<file path="config.mk">
export PLATFORM = sky130hd
export DESIGN_NAME = mem_throttle_gate
export DESIGN_NICKNAME = d
export VERILOG_FILES = /design/src/rtl/thr_pkg.sv /design/src/rtl/thr_window_ctr.sv /design/src/rtl/thr_epoch_ctr.sv /design/src/rtl/thr_phase_fsm.sv /design/src/rtl/mem_throttle_gate.sv
export SDC_FILE = /design/constraint.sdc
export NUM_CORES = 1
export LEC_CHECK = 0
export BUFFER_PORTS_ARGS = -buffer_cell sky130_fd_sc_hd__buf_2
export CAP_MARGIN = 0
export CORE_UTILIZATION = 45
export DETAILED_ROUTE_END_ITERATION = 16
export PLACE_DENSITY = 0.74
export SLEW_MARGIN = 20
export SYNTH_ARGS = -nofsm -noshare
export SYNTH_HDL_FRONTEND = slang
export SYNTH_HIERARCHICAL = 1
export SYNTH_SLANG_ARGS = --single-unit
</file>
<file path="constraint.sdc">
create_clock -name clk -period 5.2 [get_ports clk]
set_input_delay 1.04 -clock clk [delete_from_list [all_inputs] [get_ports clk]]
set_output_delay 1.04 -clock clk [all_outputs]
set_load 0.01 [all_outputs]
</file>
<file path="src/rtl/thr_pkg.sv">
package thr_pkg;

    typedef enum logic [0:0] {
        ST_PASS = 1'b0,
        ST_HOLD = 1'b1
    } thr_state_e;

endpackage

</file>
<file path="src/rtl/thr_window_ctr.sv">
module thr_window_ctr #(
    parameter int WINDOW_LEN = 10000,
    localparam int WCNT_W = $clog2(WINDOW_LEN)
) (
    input  logic              clk,
    input  logic              rst_n,
    output logic [WCNT_W-1:0] wpos,
    output logic              wlast
);

    localparam logic [WCNT_W-1:0] LAST_POS = WCNT_W'(WINDOW_LEN - 1);

    assign wlast = (wpos == LAST_POS);

    always_ff @(posedge clk) begin
        if (!rst_n)      wpos <= '0;
        else if (wlast)  wpos <= '0;
        else             wpos <= wpos + 1'b1;
    end

    assert_wrap_R2: assert property (@(posedge clk) disable iff (!rst_n)
        wlast |=> (wpos == '0));

    assert_range_R2: assert property (@(posedge clk) disable iff (!rst_n)
        wpos <= LAST_POS);

endmodule

</file>
<file path="src/rtl/thr_epoch_ctr.sv">
module thr_epoch_ctr #(
    parameter int EPOCH_LEN = 1000000,
    localparam int ECNT_W = $clog2(EPOCH_LEN)
) (
    input  logic clk,
    input  logic rst_n,
    output logic tick
);

    localparam logic [ECNT_W-1:0] LAST_POS = ECNT_W'(EPOCH_LEN - 1);

    logic [ECNT_W-1:0] epos;

    assign tick = rst_n && (epos == LAST_POS);

    always_ff @(posedge clk) begin
        if (!rst_n)                 epos <= '0;
        else if (epos == LAST_POS)  epos <= '0;
        else                        epos <= epos + 1'b1;
    end

    assert_tick_single_R7: assert property (@(posedge clk) disable iff (!rst_n)
        tick |=> !tick);

endmodule

</file>
<file path="src/rtl/thr_phase_fsm.sv">
module thr_phase_fsm
    import thr_pkg::*;
#(
    parameter int WINDOW_LEN = 10000,
    parameter int DLY_W = 16,
    localparam int WCNT_W = $clog2(WINDOW_LEN)
) (
    input  logic              clk,
    input  logic              rst_n,
    input  logic [WCNT_W-1:0] wpos,
    input  logic              wlast,
    input  logic              etick,
    input  logic [DLY_W-1:0]  delay_in,
    output logic              stall
);

    localparam int SUM_W = WCNT_W + 1;
    localparam logic [SUM_W-1:0] WIN_S = SUM_W'(WINDOW_LEN);
    localparam logic [WCNT_W-1:0] T_MAX = WCNT_W'(WINDOW_LEN - 1);

    typedef enum logic [1:0] {
        KEEP_PASS,
        START_HOLD,
        KEEP_HOLD,
        END_HOLD
    } thr_move_e;

    thr_state_e        state_q, state_d;
    thr_move_e         move;
    logic [WCNT_W-1:0] t_q, t_d;
    logic              pend_q, pend_d;
    logic              load;
    logic [WCNT_W-1:0] t_clamped;
    logic [WCNT_W-1:0] nxt_pos;
    logic              nxt_in_hold;

    // clamp so each window keeps one pass cycle
    always_comb begin
        if (delay_in >= DLY_W'(WINDOW_LEN)) t_clamped = T_MAX;
        else                                t_clamped = WCNT_W'(delay_in);
    end

    assign load    = wlast && (pend_q || etick);
    assign t_d     = load ? t_clamped : t_q;
    assign pend_d  = load ? 1'b0 : (pend_q || etick);
    assign nxt_pos = wlast ? '0 : wpos + 1'b1;
    assign nxt_in_hold = ({1'b0, nxt_pos} + {1'b0, t_d}) >= WIN_S;

    always_comb begin
        unique case (state_q)
            ST_PASS: move = nxt_in_hold ? START_HOLD : KEEP_PASS;
            ST_HOLD: move = nxt_in_hold ? KEEP_HOLD : END_HOLD;
            default: move = KEEP_PASS;
        endcase
    end

    always_comb begin
        unique case (move)
            START_HOLD, KEEP_HOLD: state_d = ST_HOLD;
            KEEP_PASS, END_HOLD:   state_d = ST_PASS;
            default:               state_d = ST_PASS;
        endcase
    end

    always_ff @(posedge clk) begin
        if (!rst_n) begin
            state_q <= ST_PASS;
            t_q     <= '0;
            pend_q  <= 1'b1;
        end else begin
            state_q <= state_d;
            t_q     <= t_d;
            pend_q  <= pend_d;
        end
    end

    always_comb begin
        stall = (state_q == ST_HOLD);
    end

    assert_t_stable_R3: assert property (@(posedge clk) disable iff (!rst_n)
        !load |=> $stable(t_q));

    assert_clamp_R4: assert property (@(posedge clk) disable iff (!rst_n)
        t_q <= T_MAX);

    assert_window_opens_R4: assert property (@(posedge clk) disable iff (!rst_n)
        wlast |=> (state_q == ST_PASS));

    assert_hold_keeps_R2: assert property (@(posedge clk) disable iff (!rst_n)
        (state_q == ST_HOLD && !wlast) |=> (state_q == ST_HOLD));

    assert_zero_no_hold_R8: assert property (@(posedge clk) disable iff (!rst_n)
        (t_q == '0 && !load) |=> (state_q == ST_PASS));

endmodule

</file>
<file path="src/rtl/mem_throttle_gate.sv">
module mem_throttle_gate #(
    parameter int WINDOW_LEN = 10000,
    parameter int EPOCH_LEN  = 1000000,
    parameter int DLY_W      = 16,
    parameter int CMD_W      = 32,
    localparam int WCNT_W    = $clog2(WINDOW_LEN)
) (
    input  logic             clk,
    input  logic             rst_n,
    input  logic [DLY_W-1:0] delay_in,
    input  logic             up_valid,
    output logic             up_ready,
    input  logic [CMD_W-1:0] up_cmd,
    output logic             dn_valid,
    input  logic             dn_ready,
    output logic [CMD_W-1:0] dn_cmd,
    output logic             stall_o,
    output logic             epoch_tick
);

    logic [WCNT_W-1:0] wpos;
    logic              wlast;
    logic              etick;
    logic              stall;

    thr_window_ctr #(.WINDOW_LEN(WINDOW_LEN)) u_win (
        .clk   (clk),
        .rst_n (rst_n),
        .wpos  (wpos),
        .wlast (wlast)
    );

    thr_epoch_ctr #(.EPOCH_LEN(EPOCH_LEN)) u_epoch (
        .clk   (clk),
        .rst_n (rst_n),
        .tick  (etick)
    );

    thr_phase_fsm #(.WINDOW_LEN(WINDOW_LEN), .DLY_W(DLY_W)) u_fsm (
        .clk      (clk),
        .rst_n    (rst_n),
        .wpos     (wpos),
        .wlast    (wlast),
        .etick    (etick),
        .delay_in (delay_in),
        .stall    (stall)
    );

    assign dn_valid   = up_valid && !stall;
    assign up_ready   = dn_ready && !stall;
    assign dn_cmd     = up_cmd;
    assign stall_o    = stall;
    assign epoch_tick = etick;

    assert_gate_R5: assert property (@(posedge clk) disable iff (!rst_n)
        stall_o |-> (!dn_valid && !up_ready));

    assert_no_loss_R9: assert property (@(posedge clk) disable iff (!rst_n)
        (up_valid && up_ready) == (dn_valid && dn_ready));

    assert_reset_quiet_R1: assert property (@(posedge clk)
        !rst_n |=> (!stall_o && !epoch_tick));

endmodule

</file>
==> out/qor.yml, run 1 <==
placed_design:
  place.gp.congestion: 0.834
  hpwl_um: 5380
  dpl.cell_count: 494
  place_area_mm2: 0.00342
  io_buffers: 23
  pre_cts_ws_ns: 0.430
clocking:
  cts_setup_buffers: 0
  hold_buffers: 0
  h-tree-depth: 2
  postCtsResizedCells: 0
  worstSkewPairLatency_ns: 0.31
  cts_buffers: 5
  cts_tree: "built"
  path_clk_slew_ns: 0.09
  cts.sinks: 50
  cts_max_path_buffers: 2
  root_buffer: "clkbuf_8"
pwr:
  p_int_mw: 0.495
  p_seq_frac: 0.602
  power_density_mw_per_mm2: 186
  power.leakage_nw: 1.34
  fin_total_pwr_mw: 0.653
  sw_frac_of_total: 0.241
  max-vdd-ir-drop_mv: 0.0876
  combinationalPowerShare: 0.054
  p_clk_frac: 0.344
  p_sw_mw: 0.157
timing:
  setup_slack_ns: 0.548
  slew_viol_final: 0
  fin_skew_ns: 0.00926
  rsz0062_at_grt: "false"
  fmax_mhz: 215
  slew_headroom: 0.546
  hold_viol_final: 0
  fin_crit_ns: 4.65
  finalCritPeriodShare: 0.895
  fin_tns_setup_ns: 0
  setup_viol: 0
  worst_pin_slew_ns: 0.677
logic_synthesis:
  yosysUniqueCellTypes: 58
  yosys_warnings: 6
  synth_top_family_by_area: "simple AND/OR/NAND/NOR gates"
  synth_compound_area_frac: 0.170
  synth_fp_nets: 482
  syn_area_per_cell_um2: 8.36
  yosys.area_share.simple: 0.283
  muxShareOfSynthArea: 0
  synthArstFlopShare: 0
  netlist_instances: 412
  synth_seq_cells: 50
  ys_seq_area_frac: 0.291
  synth_edf_count: 0
  syn_area_mm2: 0.00344
  synth_xor_area_frac: 0.0865
  ys.flop_type: "dfxtp_1"
  yosys.area_share.adder: 0.0676
route:
  via_count: 2795
  wire_per_inst_um: 14.2
  viasPerCell: 5.58
  drt-initial-drc-count: 173
  drc: 0
  dr.pass1.iters: 4
  drt_wl_total_um: 7110
  ant_nets: 0
setup_path:
  path_delay_family: "compound AO/OA/AOI/OAI gates"
  crit_type: "reg2reg"
  regToRegSetupSlack_ns: 0.55
  cp-end-kind: "flop"
  cp_num_buf_inv: 0
  reg2reg_from: "u_epoch/epos[0]"
  required_ns: 5.40
  critPathArrivalTime_ns: 4.85
  r2r_end: "u_fsm/stall"
  cp-startpoint: "u_epoch/epos[0]"
  worstPathMaxFanout: 9
  critPathLaunchType: "flop"
  crit_path_top_delay_cell: "dfxtp_1"
  cpPeakStageDelay_ns: 0.38
  reg2regPathDepth: 17
  crit_chain: "ha_1 > and4_1 > nand2_1 > nor4_1 > o21ai_1 > nor3_1 > nand2_1 > o22a_1 > ha_1 > fa_1 > a21o_1 > a221oi_2 > or2_4 > o21ai_4 > a2111oi_4 > a21oi_1 > o311a_1"
global_route:
  antenna_found_initial: 0
  grt_pass1_wl_um: 11800
  grt_max_degree: 21
  grtUsageTotal: 0.189
  grt_pass1_vias: 2564
  grt_overflow_total: 0
min_path:
  hold_path.class: "reg2reg"
  min-delay-start: "u_epoch/epos[0]"
  worst_hold_path.endpoint: "u_epoch/epos[0]"
  hold_depth: 1
layout:
  layout.cells.non_filler: 501
  layout-drive-gt1-share: 0.134
  final_area_mm2: 0.00350
  antenna_cells: 0
  syn_to_final_growth_pct: 1.67
  fin_nets: 472
die:
  initial_core_util: 0.470
  fp.dieH_um: 89.5
  io_pins: 88
  rows: 31
  die_area_mm2: 0.00801
  core_area_mm2: 0.00733
  die_x_um: 89.5
run_status:
  status: "finished, final reports clean"
job:
  cap_violations: 0
-- synth_stat cells (2+ instances only) --
cell | count | area [µm²]
o21ai_0 | 10 | 50.1
nand3b_1 | 2 | 15.0
xor2_1 | 17 | 149
nor2b_1 | 4 | 25.0
a21oi_1 | 16 | 80.1
and2_1 | 16 | 100
or3_1 | 8 | 50.1
buf_6 | 2 | 22.5
nor4_1 | 6 | 37.5
o31ai_1 | 8 | 60.1
or2_2 | 2 | 12.5
or4_4 | 3 | 33.8
a22o_1 | 7 | 61.3
o41ai_1 | 2 | 17.5
dfxtp_1 | 50 | 1000
a21o_1 | 3 | 22.5
o21ai_1 | 4 | 20.0
buf_2 | 4 | 20.0
nor3_1 | 15 | 75.1
a21oi_2 | 3 | 26.3
or2_1 | 2 | 12.5
or4_1 | 2 | 15.0
nor2_1 | 48 | 180
inv_1 | 12 | 45.0
o22a_1 | 7 | 61.3
buf_4 | 32 | 240
nand3_1 | 20 | 100
and3_1 | 8 | 50.1
nand4_1 | 15 | 93.8
clkbuf_1 | 6 | 22.5
ha_1 | 17 | 213
a211o_1 | 2 | 17.5
and4_1 | 3 | 26.3
nand2_1 | 16 | 60.1
xnor2_1 | 17 | 149
-- worst reg2reg max path, cell delays in order, from the launching register on --
cell	delay, ns
dfxtp_1	0.38
ha_1	0.23
and4_1	0.27
nand2_1	0.14
nor4_1	0.38
o21ai_1	0.32
nor3_1	0.27
nand2_1	0.22
o22a_1	0.25
ha_1	0.23
fa_1	0.38
a21o_1	0.21
a221oi_2	0.27
or2_4	0.20
o21ai_4	0.08
a2111oi_4	0.31
a21oi_1	0.08
o311a_1	0.34
-- power groups by stage --
| stage | Combinational [mW] | Sequential, mW | Clock [mW] |
|---|---|---|---|
| 3_3_place_gp | 0.0344 | 0.402 | 0 |
| 3_5_place_dp | 0.0351 | 0.402 | 0 |
| 2_1_floorplan | 0.0455 | 0.400 | 0 |
| 4_1_cts | 0.0354 | 0.393 | 0.236 |
| 5_1_grt | 0.0395 | 0.394 | 0.248 |
| 6_report | 0.0352 | 0.393 | 0.224 |
-- kinds of logic (layout without fill, tap and decap cells) --
| logic type | count (synthesis) | count (layout) |
|---|---|---|
| adder cells (fa/ha/maj) | 18 | 18 |
| flip-flops | 50 | 50 |
| AND/OR/NAND/NOR | 179 | 179 |
| XOR/XNOR | 34 | 34 |
| AO/OA/AOI/OAI | 75 | 75 |
| buffers and inverters | 56 | 46 |
-- layer usage --
layer  global-route usage  vias to the layer above  part of all wire
li1                     -                     1435                 -
met1                0.255                     1295              0.48
met2                0.308                       52              0.46
met3               0.0295                       13             0.040
met4               0.0606                        0             0.014
met5                    0                        -                 0
-- placed cells by master, fill, tap and decap left out, types with 3 or more instances in the layout --
| cell type | instances |
|---|---|
| or3_1 | 8 |
| and3_1 | 8 |
| buf_2 | 23 |
| nor2b_1 | 4 |
| ha_1 | 17 |
| and4_1 | 3 |
| nor4_1 | 5 |
| xor2_1 | 17 |
| dfxtp_1 | 50 |
| inv_1 | 12 |
| nand2_1 | 16 |
| a22o_1 | 7 |
| o31ai_1 | 7 |
| clkbuf_8 | 5 |
| nand3_1 | 20 |
| a21oi_1 | 16 |
| or4_4 | 3 |
| and2_1 | 16 |
| a21o_1 | 3 |
| buf_4 | 4 |
| nor2_1 | 48 |
| o22a_1 | 7 |
| nor3_1 | 15 |
| o21ai_1 | 4 |
| a21oi_2 | 3 |
| nand4_1 | 15 |
| o21ai_0 | 10 |
| xnor2_1 | 17 |
-- area by class of cell --
cell class                      instances  area [µm²]
Clock buffer                            5        68.8
Fill cell                             719        3830
Timing Repair Buffer                   27         145
Clock inverter                          2        13.8
Inverter                               12        45.0
Sequential cell                        50        1000
Tap cell                               99         124
Multi-Input combinational cell        306        2100
-- through the flow --
stage | hold slack [ns] | utilization
after floorplan | 0.430 | -
after global placement | 0.446 | 0.466
after detailed placement | 0.456 | 0.466
after CTS | 0.477 | 0.478
after global routing | 0.493 | 0.478
final | 0.471 | 0.478
-- worst max-delay path by stage --
| stage | endpoint | slack, ns | depth (start not counted) |
|---|---|---|---|
| global route | u_fsm/stall | 0.15 | 17 |
| finish | u_fsm/stall | 0.55 | 17 |
| CTS | u_fsm/stall | 0.54 | 17 |
| floorplan | u_fsm/stall | 0.60 | 15 |
| detailed placement | u_fsm/stall | 0.43 | 16 |
| global placement | u_fsm/stall | 0.57 | 16 |
-- sequential cells by signal, indices dropped and copies added (netlist names) --
signal	cells
u_fsm/t_q	14
u_win/wpos	14
u_fsm/stall	1
u_fsm/pend_q	1
u_epoch/epos	20
No activity file was read; power rests on OpenSTA's default activity.
==> run 2: changes to the inputs <==
- clock period: 5.2 -> 4.35 ns (I/O delays scaled with it)
==> run 2 against run 1 <==
Setup slack got worse by 0.28 ns. Final cell count rose by 2.8%. Sequential power rose by 19%. Sequential cell count did not move. Largest power group unchanged.
==> out/qor.yml, run 2 (synthesized netlist as in run 1, its figures left out) <==
run_status:
  status: "finished, final reports clean"
pwr:
  max-vdd-ir-drop_mv: 0.129  # +48%
  fin_total_pwr_mw: 0.808  # +24%
  power.leakage_nw: 1.42  # +6.2%
  power_density_mw_per_mm2: 221  # +19%
layout:
  regMostFlops: "u_epoch/epos"
  syn_to_final_growth_pct: 6.03
  final_area_mm2: 0.00365  # +4.3%
  layout_common_cells: "dfxtp_1 (50), nor2_1 (48), buf_2 (23)"
  antenna_cells: 0  # unchanged
  final_util: 0.498  # +0.0205
  layout-drive-gt1-share: 0.175  # +0.0412
  layout.cells.non_filler: 515  # +2.8%
  largest_register_ffs: 20  # unchanged
  final_common_cell: "dfxtp_1"
  top_regs: "u_epoch/epos (20), u_fsm/t_q (14), u_win/wpos (14)"
  fin_nets: 485  # +2.8%
route:
  drt_wl_total_um: 7440  # +4.7%
  ant_nets: 0  # unchanged
  viasPerCell: 5.67  # +1.7%
  wire_per_inst_um: 14.5  # +1.8%
  via_count: 2922  # +4.5%
  dr.pass1.iters: 7  # +3
  drc: 0  # unchanged
  drt-initial-drc-count: 182  # +5.2%
setup_path:
  regToRegSetupSlack_ns: 0.27  # -0.28 ns
  critPathArrivalTime_ns: 4.28  # -0.57 ns
  crit_type: "reg2reg"
  cp-end-kind: "flop"
  critPathLaunchType: "flop"
  reg2reg_from: "u_epoch/epos[0]"
  r2r_end: "u_fsm/stall"
  reg2regPathDepth: 17  # unchanged
  worstPathMaxFanout: 6  # -3
  required_ns: 4.55  # -0.85 ns
min_path:
  worst_hold_path.endpoint: "u_epoch/epos[0]"
  hold_depth: 1  # unchanged
  min-delay-start: "u_epoch/epos[0]"
  hold_path.class: "reg2reg"
timing:
  whs_ns: 0.477  # +0.00567 ns
  slew_viol_final: 0  # unchanged
  setup_viol: 0  # unchanged
  worst_pin_slew_ns: 0.686  # +0.00919 ns
  finalCritPeriodShare: 0.938  # +0.0434
  hold_viol_final: 0  # unchanged
  fin_crit_ns: 4.08  # -0.572 ns
  fin_skew_ns: 0.0101  # +0.000840 ns
  rsz0062_at_grt: "false"
  setup_slack_ns: 0.270  # -0.278 ns
  fin_tns_setup_ns: 0  # unchanged
  fmax_mhz: 245  # +14%
  slew_headroom: 0.541  # -0.00466
die:
  die_x_um: 89.5  # unchanged
  rows: 31  # unchanged
  fp.dieH_um: 89.5  # unchanged
  core_area_mm2: 0.00733  # unchanged
  io_pins: 88  # unchanged
  initial_core_util: 0.470  # unchanged
  die_area_mm2: 0.00801  # unchanged
placed_design:
  place.gp.congestion: 0.930  # +12%
  hpwl_um: 5740  # +6.6%
  io_buffers: 23  # unchanged
  place_area_mm2: 0.00352  # +3.0%
  dpl.cell_count: 507  # +2.6%
  pre_cts_ws_ns: 0.185  # -0.244 ns
global_route:
  grt_overflow_total: 0  # unchanged
  grtUsageTotal: 0.195  # +0.00605
  grt_max_degree: 21  # unchanged
  grt_pass1_wl_um: 12200  # +3.3%
  antenna_found_initial: 0  # unchanged
  grt_pass1_vias: 2745  # +7.1%
clocking:
  cts_buffers: 5  # unchanged
  h-tree-depth: 2  # unchanged
  cts.sinks: 50  # unchanged
  path_clk_slew_ns: 0.10  # about the same
  hold_buffers: 0  # unchanged
  cts_max_path_buffers: 2  # unchanged
  root_buffer: "clkbuf_8"
  worstSkewPairLatency_ns: 0.31  # about the same
  cts_tree: "built"
job:
  cap_violations: 0  # unchanged
-- run 2: changes by cell type in the layout (fill, tap and decap cells not counted), sizes merged --
cell  change
buf      +13
inv       +1
-- run 2: layer usage --
| layer | global-route usage | routed length, µm | vias up |
|---|---|---|---|
| met2 | 0.333 | 3660 | 88 |
| met4 | 0.0750 | 109 | 0 |
| met5 | 0 | 0 | - |
| met3 | 0.0416 | 406 | 9 |
| li1 | - | - | 1454 |
| met1 | 0.239 | 3270 | 1371 |
-- run 2: where the power goes --
part / leakage (nW) / switching [mW] / internal (mW)
Sequential: 0.404 / 0.00518 / 0.462
Combinational: 0.969 / 0.0286 / 0.0206
Clock: 0.0506 / 0.171 / 0.121
-- run 2: area by class of cell --
| class | instances | area, µm² |
|---|---|---|
| well taps | 99 | 124 |
| clock inverters | 3 | 28.8 |
| inverters | 12 | 45.0 |
| multi-input cells | 306 | 2140 |
| clock buffers | 5 | 68.8 |
| repair buffers | 40 | 243 |
| fillers | 683 | 3680 |
| flip-flops and latches | 50 | 1000 |
-- run 2: repair_timing --
item | in CTS | in global routing
endpoints found under the setup margin | 0 | 1
setup buffers | 0 | 0
gates resized for setup | 0 | 6
-- run 2: how the worst max path moves through the flow --
stage                        endpoint       startpoint  slack, ns  cells after the start
after CTS                 u_fsm/stall  u_epoch/epos[0]       0.17                     17
after floorplan           u_fsm/stall    u_win/wpos[5]       0.12                     16
after detailed placement  u_fsm/stall            rst_n       0.19                     16
after global placement    u_fsm/stall            rst_n       0.26                     16
final                     u_fsm/stall  u_epoch/epos[0]       0.27                     17
after global routing      u_fsm/stall  u_epoch/epos[0]       0.04                     17
-- run 2: worst max-delay path, cell delays in order (launching register included) --
cell,delay [ns]
dfxtp_1,0.38
ha_2,0.23
and4_1,0.25
nand2_1,0.15
nor4_4,0.30
o21ai_1,0.14
nor3_2,0.14
nand2_1,0.10
buf_4,0.17
o22a_1,0.23
fa_1,0.42
a21o_1,0.19
a221oi_2,0.26
or2_4,0.20
o21ai_4,0.08
a2111oi_4,0.32
a21oi_1,0.07
o311a_1,0.35
